===== src/rtl/sine_ref_gen.sv =====
module sine_ref_gen #(
  parameter int QLOG2 = 7,
  parameter int TW    = 16,
  parameter int AW    = 12
) (
  input  logic          clk,
  input  logic          rst,
  input  logic          tick,
  input  logic [AW-1:0] amp,
  output logic [AW-1:0] ref_mag,
  output logic          ref_neg,
  output logic          ref_vld
);
  localparam int Q  = 1 << QLOG2;
  localparam int IW = QLOG2 + 2;
  localparam int PW = TW + AW;
  localparam logic [TW-1:0] TPEAK = '1;
  localparam logic [PW-1:0] HALF  = PW'(1) << (TW - 1);
  localparam real PI = 3.14159265358979323846;

  function automatic logic [TW-1:0] qsin(input int k);
    real x;
    x = $sin(PI * k / (2.0 * Q)) * real'(TPEAK) + 0.5;
    return TW'($rtoi(x));
  endfunction

  if (QLOG2 < 6 || QLOG2 > 8) begin : g_bad
    $error("QLOG2 must be 6, 7 or 8");
  end

  logic [TW-1:0] tbl [Q];
  for (genvar k = 0; k < Q; k++) begin : g_tbl
    localparam logic [TW-1:0] TV = qsin(k);
    assign tbl[k] = TV;
  end

  logic [IW-1:0] idx;

  wire [1:0]       quad    = idx[IW-1 -: 2];
  wire [QLOG2-1:0] off     = idx[QLOG2-1:0];
  wire [QLOG2-1:0] rev     = QLOG2'(0) - off;
  wire             at_peak = quad[0] && (off == '0);
  wire [TW-1:0]    tsel    = at_peak ? TPEAK : tbl[quad[0] ? rev : off];
  wire [PW-1:0]    prod    = PW'(tsel) * PW'(amp) + HALF;
  wire [AW-1:0]    scaled  = prod[PW-1:TW];

  always_ff @(posedge clk) begin
    if (rst) begin
      idx     <= '0;
      ref_mag <= '0;
      ref_neg <= 1'b0;
      ref_vld <= 1'b0;
    end else if (tick) begin
      idx     <= idx + 1'b1;
      ref_mag <= scaled;
      ref_neg <= quad[1] && (scaled != '0);
      ref_vld <= 1'b1;
    end else begin
      ref_vld <= 1'b0;
    end
  end
endmodule


===== config.mk =====
export PLATFORM = sky130hd
export DESIGN_NAME = sine_ref_gen
export DESIGN_NICKNAME = d
export VERILOG_FILES = /design/src/rtl/sine_ref_gen.sv
export SDC_FILE = /design/constraint.sdc
export NUM_CORES = 1
export LEC_CHECK = 0
export ABC_CLOCK_PERIOD_IN_PS = 25200
export BUFFER_PORTS_ARGS = -buffer_cell sky130_fd_sc_hd__buf_2
export CELL_PAD_IN_SITES_DETAIL_PLACEMENT = 1
export CELL_PAD_IN_SITES_GLOBAL_PLACEMENT = 2
export CORE_MARGIN = 1
export CORE_UTILIZATION = 39
export CTS_CLUSTER_SIZE = 30
export DETAILED_ROUTE_END_ITERATION = 16
export GPL_TIMING_DRIVEN = 0
export PLACE_DENSITY = 0.81
export SLEW_MARGIN = 0
export SYNTH_ARGS = -nofsm -noshare
export SYNTH_HDL_FRONTEND = slang
export SYNTH_SLANG_ARGS = --single-unit

===== constraint.sdc =====
create_clock -name clk -period 25.2 [get_ports clk]
set_clock_uncertainty 0.15 [all_clocks]
set_input_delay 5.04 -clock clk [delete_from_list [all_inputs] [get_ports clk]]
set_output_delay 5.04 -clock clk [all_outputs]
set_load 0.03 [all_outputs]

# Word level (Yosys, flattened, before mapping)
# Memories as Yosys holds them, arrays and structs flattened.
# Index checks and enable logic that the tools add are counted.
word_totals:
  memories: 1
  inputBits: 15
  regBits: 23
  elab_cells: 20
  rom_bits: 2048
memory_table:
  columns: ["name", "depth", "width", "rd", "rd_clocked_by_memory_dff", "wr", "line", "source"]
  rows:
  - ["(no name shown)", 128, 16, 1, 0, 0, "43", "wire [TW-1:0] tsel = at_peak ? TPEAK : tbl[quad[0] ? rev : off];"]
op_classes:
  n_reduce_logical: 4
  bitwise_logic: 1
  n_addsub: 3
  multipliers: 1
  n_lt_le_gt_ge: 1
  n_mux: 5
ops:
  columns: ["cell", "n"]
  rows:
  - ["two-way mux 16 bit", 3]
  - ["adder 28 x 16 -> 28 bit (second input constant)", 1]
  - ["multiplier 16 x 12 -> 28 bit", 1]
  - ["nonzero test 12 bit", 1]
  - ["adder 9 x 1 -> 9 bit (second input constant)", 1]
  - ["greater-or-equal comparator 8 bit (second input constant)", 1]
  - ["inverter 7 -> 8 bit", 1]
  - ["zero test 7 bit", 1]
  - ["two-way mux 7 bit", 1]
  - ["subtractor 1 x 7 -> 7 bit (first input constant)", 1]
  - ["logical AND 1 bit", 2]
  - ["two-way mux 1 bit", 1]

# Longest topological paths before layout
# Gate-level depths: netlist of run 1.
depth:
  ltp_word: 11
  ltp_mapped: 37
  ltp_nobuf: 32

# Worst setup path after synthesis of run 1
# Ideal clock, no wire load.
synth_timing:
  kind: "in2reg"
  from: "input amp[3]"
  to: "register ref_neg"
  stages: 20
  required_time_ns: 24.926
  path_buffers: 1
  slack_ns: 15.106
  arrival_ns: 9.820
  setup_time_ns: 0.124
  path_cell_list: "clkbuf_1 -> nand2_1 -> fa_1 -> fa_1 -> inv_1 -> fa_1 -> fa_1 -> inv_1 -> fa_1 -> inv_1 -> ha_1 -> a21o_1 -> o21bai_1 -> a31oi_1 -> nand2_1 -> a21oi_1 -> xnor2_1 -> nor4b_1 -> nor4bb_1 -> o21ai_0"
synth_between:
  elab_chain_cells: 4
synth_rtl:
  columns: ["element", "line", "source"]
  rows:
  - ["start, declared", "9", "input logic [AW-1:0] amp,"]
  - ["multiplier 16 x 12 -> 28 bit", "44", "wire [PW-1:0] prod = PW'(tsel) * PW'(amp) + HALF;"]
  - ["adder 28 x 16 -> 28 bit", "44", null]
  - ["nonzero test 12 bit", "56", "ref_neg <= quad[1] && (scaled != '0);"]
  - ["logical AND 1 bit", "56", null]
  - ["end signal, assigned", "56", null]
  - ["end, declared", "11", "output logic ref_neg,"]
# No other way between the ends.
# A chain may end at the register's enable or synchronous reset.

# Final worst setup path of run 1
layout_timing:
  from: "register idx[0]"
  to: "register ref_neg"
layout_between:
  elab_chain_cells: 11
  elab_cells_between_ends: 13
  classes_between: "2 x add/sub; 1 x mul; 4 x mux; 1 x bitwise; 4 x reduce/logical; 1 x memory"
layout_rtl:
  columns: ["element", "line", "source"]
  rows:
  - ["start, declared", "37", "logic [IW-1:0] idx;"]
  - ["start signal, assigned", "54", "idx <= idx + 1'b1;"]
  - ["subtractor 1 x 7 -> 7 bit", "41", "wire [QLOG2-1:0] rev = QLOG2'(0) - off;"]
  - ["two-way mux 7 bit", "43", null]
  - ["inverter 7 -> 8 bit", "43", null]
  - ["memory (128 x 16 bit)", null, null]
  - ["two-way mux 16 bit (2 in series)", "43", null]
  - ["two-way mux 16 bit (*)", "43", null]
  - ["multiplier 16 x 12 -> 28 bit (*)", "44", null]
  - ["adder 28 x 16 -> 28 bit (*)", "44", null]
  - ["nonzero test 12 bit (*)", "56", null]
  - ["logical AND 1 bit (*)", "56", null]
# Mark *: on every way between the ends. The rest lies on a longest branch, timed or not. The select of a mux whose other input is x is not followed.

==> out/metrics.sh, run 1 <==
STATUS='finished clean'
SETUP-TNS-FINAL_PS=0
DRV_SLEW=0
POST_DRT_WL_PER_CELL_UM=24.39
CRIT_SLOWEST_CELL='buf_1'
POWER_LEAKAGE_nW=4.958
SYNTH-MAIN-FF-CELL='dfxtp_1'
FINALCOREUTILIZATION_PCT=42.26
CTS.REPAIR_TIMING.SETUP_BUFFER_COUNT=0
SYNTH.NET_COUNT=1552
FINALHOLDVIOLATIONS=0
CTSHOLDBUFFERS=0
SYNTH_TOP_CELL_AREA_SHARE_PCT=27.91
EDFF_COUNT_SYNTH=0
VIA_COUNT=9957
GRT_REMAINING_OVERFLOW=0
NUMBER_OF_ENDPOINTS_FAILING_SETUP_AT_THE_FINAL_STAGE=0
FINALCRITICALPERIOD_PS=11430
ANTENNA_FOUND_INITIAL=0
GLOBALROUTETOTALUTIL_PCT=31.98
LAYOUT-DRIVE-GT1-SHARE_PCT=6.737
DIE_H_UM=161.9
SETUP_REPAIR_AFTER_GLOBAL_ROUTING_MISSED_ITS_MARGIN='no'
DRT-VIAS-PER-INSTANCE=5.973
P_PER_AREA_mW_PER_MM2=31.95
STAGE_DELAY_OF_THE_SLOWEST_CELL_ON_THE_CRITICAL_PATH_PS=880
CLK-INSERTION-DELAY-LATE_PS=260
FILLERINSTANCES=3163
H-TREE-DEPTH=1
WORST_SETUP_PATH_END_KIND='register'
CTS_BUFFERS=3
GRT_START_MAX_NET_PINS=18
NUMCLOCKSINKS=23
CRITICALPATHCATEGORY='register to register'
FIRSTDRTPASSITERS=5
HP-CLASS='register to register'
SYNTH-SEQ-AREA-SHARE_PCT=4.618
CORE-AREA_MM2=0.02511
TOTALWIRELENGTH_UM=40660
DRC_MARKER_COUNT_FROM_THE_FIRST_DETAILED_ROUTE_ITERATION=839
CP.BUFFERS_INVERTERS=8
PORTBUFFERS=28
PLACE_CONGESTION=1.018
CLK_ROOT_BUFFER_CELL='clkbuf_16'
POST-ROUTE-WORST-SETUP-SLACK_PS=13770
HPWL_UM=32600
AVGSYNTHCELLAREA_UM2=7.651
SYNTH_ASYNC_SR_FLOP_SHARE_PCT=0
WORSTMARGINPINSLEW_PS=1252
TIMING.FINAL.CRIT_SHARE_PCT=45.36
MAXCAPVIOLATIONS=0
RELSLEWSLACK_PCT=16.27
VIAS_IN_THE_FIRST_GLOBAL_ROUTE=10427
CLOCK_TREE.BUFFER_DEPTH=2
DETAIL_ROUTE.DRC_VIOLATIONS=0
NETLIST_AREA_MM2=0.009970
HOLD_WS_PS=344.5
TRITONCTS='yes'
ANTENNA_VIOLATING_NETS_POST_ROUTE=0
NETS=1586
CRITPATHTOPFAMILY='adder cells'
CELLS_TAKING_THE_MOST_AREA_AFTER_SYNTHESIS='fa_1, ha_1, nand2_1'
COUNT_OF_YOSYS_WARNINGS_DURING_SYNTHESIS=0
SYN-INSTANCE-COUNT=1303
YOSYS_REGISTER_BITS=23
NETLIST-CELL-TYPE-COUNT=75
CRITPATHMAXFANOUT=17
CP_LAUNCH_TYPE='register'
FMAXACHIEVABLE_GHz=0.08749
POST_CTS_SIZING=0
CP_DATA_ARRIVAL_TIME_PS=11410
SYNTH_LARGEST_AREA_CELL='fa_1'
FP.DIEAREA_MM2=0.02621
POST_CTS_CLOCK_SLEW_AT_THE_LAUNCH_AND_CAPTURE_REGISTERS_OF_THE_WORST_SETUP_AND_HOLD_PATHS_PS=60
DESIGN.PORTCOUNT=29
CRITICAL_PATH_REQUIRED_PS=25180
DIE_W_UM=161.9
DETAILEDPLACE.WORSTSLACK_PS=13770
GRT_PASS1_WL_UM=63760
ROWS=58
IRDROPWORSTVDD_mV=0.04726
START_UTIL_PCT=39.71
FLOW.AREA_GROWTH_FROM_SYNTHESIS_PCT=6.426
[cell usage in the layout (no fill, tap or decap), drive strengths merged, types with 13 or more instances in the layout]
cell	synthesis	routed
a211oi	13	13
a21oi	63	63
a31oi	15	15
and2	79	79
and3	14	14
buf	48	77
clkbuf	47	51
dfxtp	23	23
fa	139	139
ha	95	95
inv	171	171
nand2	185	185
nand3	22	22
nor2	89	89
o211ai	16	16
o21ai	78	78
xnor2	16	16
xor2	13	13
[tightest hold or removal path: stages, from the launching register on]
cell	delay (ps)
dfxtp_1	320
mux2i_1	60
nor2_1	70
[where the power goes]
group / internal (mW) / total [mW] / switching [mW]
clock: 0.0216 / 0.0346 / 0.0130
combinational: 0.0913 / 0.262 / 0.171
sequential: 0.0397 / 0.0423 / 0.00259
total: 0.153 / 0.339 / 0.186
[flip-flops by register name (all words and copies together), names as in the netlist]
| signal | flops |
|---|---|
| ref_mag | 12 |
| idx | 9 |
| ref_vld | 1 |
| ref_neg | 1 |
[synthesized netlist by cell type, types with 9 or more instances]
library cell	number
a211oi_1	13
a21o_1	12
a21oi_1	63
a221oi_1	9
a31oi_1	14
and2_1	79
and3_1	14
buf_2	34
clkbuf_1	47
dfxtp_1	23
fa_1	139
ha_1	95
inv_1	167
mux2i_1	12
nand2_1	185
nand3_1	22
nor2_1	87
nor3_1	11
nor4_1	9
o211ai_1	16
o21ai_0	73
xnor2_1	14
xor2_1	12
[layout make-up]
class | instances | area [um2] | area share, %
sequential | 23 | 460.4 | 4.340
tap | 330 | 412.9 | 3.892
timing repair buffer | 29 | 145.1 | 1.368
multi-input combinational | 1014 | 8436 | 79.50
clock buffer | 4 | 78.83 | 0.7429
inverter | 171 | 641.9 | 6.050
antenna | 1 | 2.502 | 0.02358
buffer | 95 | 432.9 | 4.080
[cell families (layout without fill, tap and decap cells)]
group | after synthesis | count (layout) | share of synthesized area (%)
compound gates | 300 | 300 | 20.08
simple gates | 438 | 438 | 20.48
mux | 13 | 13 | 1.318
fa+ha+maj | 234 | 234 | 39.83
other cells | 0 | 1 | 0
buf+inv | 266 | 299 | 10.78
flops | 23 | 23 | 4.618
xor+xnor | 29 | 29 | 2.887
[per-stage QoR]
stage | power [mW] | cells | instance area, um2
floorplan | 0.2179 | 1303 | 9970
global route | 0.3744 | 1666 | 10610
global placement | 0.2994 | 1661 | 10520
finish | 0.3390 | 1667 | 10610
CTS | 0.3406 | 1666 | 10610
detailed placement | 0.3020 | 1662 | 10530
[layer usage]
| metal | share of wire (%) | global-route usage (%) | vias up | wire length [um] |
|---|---|---|---|---|
| met5 | 0 | 0 | - | 0 |
| met4 | 5.1 | 13.98 | 0 | 2071 |
| met3 | 5.5 | 3.269 | 139 | 2223 |
| met2 | 46 | 51.62 | 398 | 18510 |
| met1 | 44 | 43.30 | 4993 | 17860 |
| li1 | - | - | 4427 | - |
[worst paths after layout]
check	slack [ps]	startpoint	to	depth (start not counted)
min	340	ref_mag[6]	ref_mag[6]	2
min reg2reg	340	ref_mag[6]	ref_mag[6]	2
max	13770	idx[0]	ref_neg	33
max reg2reg	13770	idx[0]	ref_neg	33
Power figures use the tool's default switching activity.
==> inputs of run 2 (changes only) <==
--- a/config.mk
+++ b/config.mk
@@ -5,7 +5,7 @@
 export SDC_FILE = /design/constraint.sdc
 export NUM_CORES = 1
 export LEC_CHECK = 0
-export ABC_CLOCK_PERIOD_IN_PS = 25200
+export ABC_CLOCK_PERIOD_IN_PS = 10800
 export BUFFER_PORTS_ARGS = -buffer_cell sky130_fd_sc_hd__buf_2
 export CELL_PAD_IN_SITES_DETAIL_PLACEMENT = 1
 export CELL_PAD_IN_SITES_GLOBAL_PLACEMENT = 2
==> constraint.sdc (replaced) <==
create_clock -name clk -period 10.8 [get_ports clk]
set_clock_uncertainty 0.15 [all_clocks]
set_input_delay 2.16 -clock clk [delete_from_list [all_inputs] [get_ports clk]]
set_output_delay 2.16 -clock clk [all_outputs]
set_load 0.03 [all_outputs]
==> out/metrics.sh, run 2 (synthesis gave the netlist of run 1 again) <==
WORST_HOLD_PATH.NUM_CELLS=2  # unchanged
CRITPATHMAXFANOUT=17  # unchanged
GRT_PASS1_WL_UM=63790  # was 63760 um
CRITICAL_PATH.REG2REG.STARTPOINT='idx[0]'  # unchanged
CP_DATA_ARRIVAL_TIME_PS=10390  # was 11410 ps
H-TREE-DEPTH=1  # unchanged
WORSTMARGINPINSLEW_PS=1232  # was 1252 ps
TRITONCTS='yes'  # unchanged
START_UTIL_PCT=39.71  # unchanged
VIAS_IN_THE_FIRST_GLOBAL_ROUTE=10436  # was 10427
TOP_REGISTER_BY_NUMBER_OF_FLIP_FLOPS='ref_mag'  # unchanged
REG2REG_TO='ref_neg'  # unchanged
CLK_ROOT_BUFFER_CELL='clkbuf_16'  # unchanged
SETUP_REPAIR_AFTER_GLOBAL_ROUTING_MISSED_ITS_MARGIN='no'  # unchanged
CP_LAUNCH_TYPE='register'  # unchanged
REGAREA_UM2=461.7  # was 460.4 um2
ANTENNA_VIOLATING_NETS_POST_ROUTE=0  # unchanged
CLOCK_TREE.BUFFER_DEPTH=2  # unchanged
CRIT_SLOWEST_CELL='fa_1'  # was buf_1
ANTENNA-DIODE-COUNT=0  # was 1
WORST_PATH_MOST_REPEATED_CELL='fa_1'
CORE-AREA_MM2=0.02511  # unchanged
TIMING.FINAL.CRIT_SHARE_PCT=96.36  # was 45.36%
CRITICALPATHCATEGORY='register to register'  # unchanged
FINALCRITICALPERIOD_PS=10410  # was 11430 ps
DESIGN.PORTCOUNT=29  # unchanged
RELSLEWSLACK_PCT=17.61  # was 16.27%
DETAIL_ROUTE.DRC_VIOLATIONS=0  # unchanged
PORTBUFFERS=28  # unchanged
DIE_W_UM=161.9  # unchanged
LAYOUT-DRIVE-GT1-SHARE_PCT=7.111  # was 6.737%
CRITPATHTOPFAMILY='adder cells'  # unchanged
TOTAL_SWITCHING_POWER_uW=435.4  # was 186.4 uW
NUMBER_OF_ENDPOINTS_FAILING_SETUP_AT_THE_FINAL_STAGE=0  # unchanged
MAXCAPVIOLATIONS=0  # unchanged
WORST_SETUP_PATH_END_KIND='register'  # unchanged
ROWS=58  # unchanged
IRDROPWORSTVDD_mV=0.1103  # was 0.04726 mV
POWER_LEAKAGE_nW=4.969  # was 4.958 nW
VIA_COUNT=10065  # was 9957
TOTALWIRELENGTH_UM=40770  # was 40660 um
FINAL-INSTANCE-COUNT-EXCL-FILL=1666  # was 1667
DIE_H_UM=161.9  # unchanged
FIRSTDRTPASSITERS=5  # unchanged
PLACEDCELLCOUNT=1662  # unchanged
LAYOUT_COMMONEST_CELL='nand2_1'  # unchanged
DRT-VIAS-PER-INSTANCE=6.041  # was 5.973
LARGEST_REGISTER_FFS=12  # unchanged
MIN_DELAY_WORST_ENDPOINT='ref_mag[6]'  # unchanged
STAGE_DELAY_OF_THE_SLOWEST_CELL_ON_THE_CRITICAL_PATH_PS=540  # was 880 ps
BIGGESTREGSBYFLOPS='ref_mag x12, idx x9'  # unchanged
MIN-DELAY-START='ref_mag[6]'  # unchanged
CLOCK_POWER_SHARE_PCT=10.2  # about the same
GRT_REMAINING_OVERFLOW=0  # unchanged
FMAXACHIEVABLE_GHz=0.09609  # was 0.08749 GHz
STATUS='finished clean'  # unchanged
FP.DIEAREA_MM2=0.02621  # unchanged
PART_OF_THE_POWER_IN_COMBINATIONAL_LOGIC_PCT=77.4  # was 77.3%
P_SEQ_SHARE_PCT=12.5  # about the same
DRC_MARKER_COUNT_FROM_THE_FIRST_DETAILED_ROUTE_ITERATION=763  # was 839
DEPTH_OF_THE_WORST_REGISTER_TO_REGISTER_PATH=35  # was 33
FINALHOLDVIOLATIONS=0  # unchanged
P_PER_AREA_mW_PER_MM2=74.55  # was 31.95 mW/mm2
GRT_START_MAX_NET_PINS=18  # unchanged
ANTENNA_FOUND_INITIAL=0  # unchanged
CTSHOLDBUFFERS=0  # unchanged
PLACE_CONGESTION=1.018  # unchanged
HP-CLASS='register to register'  # unchanged
POST_CTS_CLOCK_SLEW_AT_THE_LAUNCH_AND_CAPTURE_REGISTERS_OF_THE_WORST_SETUP_AND_HOLD_PATHS_PS=60  # about the same
HPWL_UM=32600  # unchanged
MULTIINPUTGATEAREA_MM2=0.008441  # was 0.008436 mm2
CRITICAL_PATH.STARTPOINT='idx[0]'  # unchanged
CP.BUFFERS_INVERTERS=10  # was 8
POST_DRT_WL_PER_CELL_UM=24.47  # was 24.39 um
NUMCLOCKSINKS=23  # unchanged
NETS=1586  # unchanged
FILLERINSTANCES=3165  # was 3163
CTS_BUFFERS=3  # unchanged
SWITCHING_SHARE_PCT=54.97  # was 54.98%
CTS.REPAIR_TIMING.SETUP_BUFFER_COUNT=0  # unchanged
INTERNAL-POWER_uW=356.6  # was 152.6 uW
HOLD_WS_PS=344.4  # was 344.5 ps
FLOW.AREA_GROWTH_FROM_SYNTHESIS_PCT=6.563  # was 6.426%
GLOBALROUTETOTALUTIL_PCT=32.00  # was 31.98%
WORST_CASE_REGISTER_TO_REGISTER_SETUP_SLACK_PS=390  # was 13770 ps
LAYOUT.CELLS.MOST_COMMON_LIST='nand2_1, inv_1, fa_1'  # unchanged
CLK-INSERTION-DELAY-LATE_PS=260  # about the same
CRITICAL_PATH_REQUIRED_PS=10780  # was 25180 ps
DRV_SLEW=0  # unchanged
## run 2: cell type report
class	count	share of cell area, %
buffer	95	4.169
clock buffer	4	0.7420
inverter	171	6.042
multi-input combinational	1014	79.45
sequential	23	4.346
tap	330	3.886
timing repair buffer	29	1.366
## run 2: worst max-delay path by stage
stage | to | slack, ps | cells past startpoint
3_5_place_dp | ref_neg | -340 | 33
6_report | ref_neg | 390 | 35
3_3_place_gp | ref_neg | -340 | 33
5_1_grt | ref_neg | 30 | 35
4_1_cts | ref_neg | 140 | 35
2_1_floorplan | ref_neg | 2690 | 34
## run 2: metal layers
layer / global-route usage, % / routed length, um
met1: 43.32 / 17940
met5: 0 / 0
met3: 3.269 / 2254
met4: 13.98 / 2046
met2: 51.66 / 18530
## run 2: through the flow
stage | setup slack, ps | power, mW | utilization [%] | TNS (ps) | instance area (um2)
floorplan | 2689 | 0.5084 | - | 0 | 9970
global placement | -337.5 | 0.6986 | 41.91 | -444.9 | 10520
detailed placement | -339.4 | 0.7046 | 41.93 | -433.5 | 10530
CTS | 135.8 | 0.7957 | 42.30 | 0 | 10620
global route | 27.06 | 0.8755 | 42.31 | 0 | 10620
finish | 393.4 | 0.7920 | 42.31 | 0 | 10620
## run 2: worst register-to-register path: cells and delay by family, from the launching register on
kind | cells | cell delay, ps
and+or+nand+nor | 8 | 1700
adders and majority gates | 8 | 3380
xor gates and xnor gates | 2 | 390
DFF | 1 | 520
buffers and inverters | 10 | 2260
AOI/OAI and AO/OA | 7 | 1900
## run 2: power groups by stage
stage / registers, mW / logic (mW) / clock network, mW
after floorplan: 0.113 / 0.396 / 0
after global placement: 0.100 / 0.598 / 0
after detailed placement: 0.101 / 0.604 / 0
after CTS: 0.0987 / 0.614 / 0.0827
after global routing: 0.0997 / 0.690 / 0.0854
final: 0.0988 / 0.613 / 0.0804
## run 2: timing repair
item                       CTS  global route
resized for setup            4             4
gates cloned                 0             0
setup endpoints to repair    3             4
==> inputs of run 3 (changes only) <==
--- a/config.mk
+++ b/config.mk
@@ -15,6 +15,7 @@
 export DETAILED_ROUTE_END_ITERATION = 16
 export GPL_TIMING_DRIVEN = 0
 export PLACE_DENSITY = 0.81
+export REMOVE_ABC_BUFFERS = 1
 export SLEW_MARGIN = 0
 export SYNTH_ARGS = -nofsm -noshare
 export SYNTH_HDL_FRONTEND = slang
==> out/metrics.sh, run 3 (synthesis gave the netlist of run 1 again) <==
PLACE_CONGESTION=0.8769  # was 1.018
ANTENNA-DIODE-COUNT=0  # unchanged
FIN_AREA_MM2=0.01048  # was 0.01062 mm2
POWER_LEAKAGE_nW=4.845  # was 4.969 nW
WORSTMARGINPINSLEW_PS=1425  # was 1232 ps
WORST_SETUP_PATH_END_KIND='register'  # unchanged
TRITONCTS='yes'  # unchanged
DETAIL_ROUTE.DRC_VIOLATIONS=1  # was 0
FILLERINSTANCES=3122  # was 3165
NUMCLOCKSINKS=23  # unchanged
NETS=1502  # was 1586
P_PER_AREA_mW_PER_MM2=72.70  # was 74.55 mW/mm2
VIAS_IN_THE_FIRST_GLOBAL_ROUTE=10137  # was 10436
CLOCK_POWER_SHARE_PCT=11.2  # was 10.2%
DRT-VIAS-PER-INSTANCE=5.943  # was 6.041
FINALHOLDVIOLATIONS=0  # unchanged
FMAXACHIEVABLE_GHz=0.09745  # was 0.09609 GHz
ANTENNA_FOUND_INITIAL=0  # unchanged
POST_DRT_WL_PER_CELL_UM=21.67  # was 24.47 um
DRC_MARKER_COUNT_FROM_THE_FIRST_DETAILED_ROUTE_ITERATION=656  # was 763
CLK-INSERTION-DELAY-LATE_PS=270  # was 260 ps
PORTBUFFERS=28  # unchanged
INTERNAL-POWER_uW=350.1  # was 356.6 uW
CRITICALPATHCATEGORY='register to register'  # unchanged
LARGEST_REGISTER_FFS=12  # unchanged
TOTALWIRELENGTH_UM=34280  # was 40770 um
CLOCK_TREE.BUFFER_DEPTH=2  # unchanged
TOP_REGISTER_BY_NUMBER_OF_FLIP_FLOPS='ref_mag'  # unchanged
START_UTIL_PCT=39.71  # unchanged
HPWL_UM=25370  # was 32600 um
FLOW.AREA_GROWTH_FROM_SYNTHESIS_PCT=5.121  # was 6.563%
CP_DATA_ARRIVAL_TIME_PS=10250  # was 10390 ps
HOLD_WS_PS=339.7  # was 344.4 ps
LAYOUT-DRIVE-GT1-SHARE_PCT=6.150  # was 7.111%
DIE_H_UM=161.9  # unchanged
IRDROPWORSTVDD_mV=0.05390  # was 0.1103 mV
LAYOUT_COMMONEST_CELL='nand2_1'  # unchanged
FAILED_CHECKS='DRC'
GRT_START_MAX_NET_PINS=63  # was 18
MAXCAPVIOLATIONS=0  # unchanged
PART_OF_THE_POWER_IN_COMBINATIONAL_LOGIC_PCT=75.8  # was 77.4%
DESIGN.PORTCOUNT=29  # unchanged
CP_LAUNCH_TYPE='register'  # unchanged
ANTENNA_VIOLATING_NETS_POST_ROUTE=0  # unchanged
GRT_REMAINING_OVERFLOW=0  # unchanged
TOTAL_SWITCHING_POWER_uW=411.8  # was 435.4 uW
DPL_CELL_AREA_MM2=0.01027  # was 0.01053 mm2
DIE_W_UM=161.9  # unchanged
POST_CTS_CLOCK_SLEW_AT_THE_LAUNCH_AND_CAPTURE_REGISTERS_OF_THE_WORST_SETUP_AND_HOLD_PATHS_PS=70  # was 60 ps
ROWS=58  # unchanged
WL_MET1_UM=15080  # was 17940 um
CRITPATHMAXFANOUT=22  # was 17
CLK_ROOT_BUFFER_CELL='clkbuf_16'  # unchanged
HP-CLASS='register to register'  # unchanged
DRV_SLEW=0  # unchanged
SWITCHING_SHARE_PCT=54.05  # was 54.97%
FINALCRITICALPERIOD_PS=10260  # was 10410 ps
STATUS='finished with violations'  # was finished clean
DR_TOP_LAYER='met4'  # unchanged
GRT_PASS1_WL_UM=55920  # was 63790 um
TIMING.FINAL.CRIT_SHARE_PCT=95.02  # was 96.36%
CORE-AREA_MM2=0.02511  # unchanged
PLACEDCELLCOUNT=1574  # was 1662
GLOBALROUTETOTALUTIL_PCT=27.11  # was 32.00%
SETUP_REPAIR_AFTER_GLOBAL_ROUTING_MISSED_ITS_MARGIN='no'  # unchanged
DETAILROUTE.WIRELENGTH.MET2_UM=16550  # was 18530 um
CTS_BUFFERS=3  # unchanged
BIGGESTREGSBYFLOPS='ref_mag x12, idx x9'  # unchanged
VIA_COUNT=9402  # was 10065
P_SEQ_SHARE_PCT=13.0  # was 12.5%
WL_MET3_UM=1878  # was 2254 um
FP.DIEAREA_MM2=0.02621  # unchanged
FIRSTDRTPASSITERS=11  # was 5
FINAL-INSTANCE-COUNT-EXCL-FILL=1582  # was 1666
H-TREE-DEPTH=1  # unchanged
NUMBER_OF_ENDPOINTS_FAILING_SETUP_AT_THE_FINAL_STAGE=0  # unchanged
CRITICAL_PATH_REQUIRED_PS=10790  # was 10780 ps
LAYOUT.CELLS.MOST_COMMON_LIST='nand2_1, inv_1, fa_1'  # unchanged
RELSLEWSLACK_PCT=4.524  # was 17.61%
## run 3: changes by cell type in the layout (fill, tap and decap cells not counted), sizes merged
cell,before,now
clkinvlp,0,2
clkdlybuf4s15,1,0
xnor2,16,18
clkbuf,51,3
inv,171,170
buf,76,38
## run 3: power by group through the flow
stage,clock (mW),combinational [mW],sequential (mW)
after floorplan,0,0.378,0.115
after global placement,0,0.555,0.104
after detailed placement,0,0.573,0.101
after CTS,0.0882,0.578,0.0989
after global routing,0.0899,0.649,0.100
final,0.0855,0.577,0.0989
## run 3: final timing paths
| check | from | end | slack (ps) | depth (start not counted) |
|---|---|---|---|---|
| max | idx[0] | ref_neg | 540 | 27 |
| max reg2reg | idx[0] | ref_neg | 540 | 27 |
| min | ref_mag[11] | ref_mag[11] | 340 | 2 |
| min reg2reg | ref_mag[11] | ref_mag[11] | 340 | 2 |
## run 3: area by class of cell
cell class / count / area [um2] / area share (%)
Multi-Input combinational cell: 1016 / 8587 / 81.94
Tap cell: 330 / 412.9 / 3.940
Inverter: 171 / 648.1 / 6.184
Sequential cell: 23 / 461.7 / 4.405
Clock buffer: 3 / 75.07 / 0.7163
Timing Repair Buffer: 38 / 287.8 / 2.746
Clock inverter: 1 / 7.507 / 0.07163
## run 3: metal layers
layer  vias up  GRT usage [%]
met1      4754          36.53
met4         0          7.333
met2       313          46.10
li1       4273              -
met5         -              0
met3        62          2.681
## run 3: critical path, cell delays in order, from the launching register on
cell	delay (ps)
dfxtp_2	510
clkinvlp_4	480
ha_2	550
nand2b_1	480
nor4_1	150
nand2b_1	270
xnor2_2	970
nor2_4	260
a21oi_1	290
a22o_1	650
and2_1	240
fa_1	440
fa_1	540
fa_1	440
fa_1	500
inv_1	60
fa_1	490
inv_1	50
ha_1	340
a21o_1	210
o21bai_1	160
a31oi_1	170
nand2_1	150
a21oi_1	350
xnor2_1	150
nor4b_1	360
nor4bb_1	550
o21ai_0	140
## run 3: what timing repair did
action,in CTS,in global routing
hold buffers,0,0
pin swaps,1,1
gates resized for setup,3,15
gates cloned,2,0
setup endpoints to repair,12,1
setup buffers,0,2
## run 3: stage by stage
step / TNS (ps) / utilization [%] / setup slack [ps] / total power, mW
after global routing: 0 / 41.74 / 20.88 / 0.8395
after global placement: -31020 / 40.18 / -3051 / 0.6595
after detailed placement: -4631 / 40.91 / -976.9 / 0.6734
after CTS: 0 / 41.42 / 149.3 / 0.7648
final: 0 / 41.74 / 538.2 / 0.7619
after floorplan: 0 / - / 1134 / 0.4936
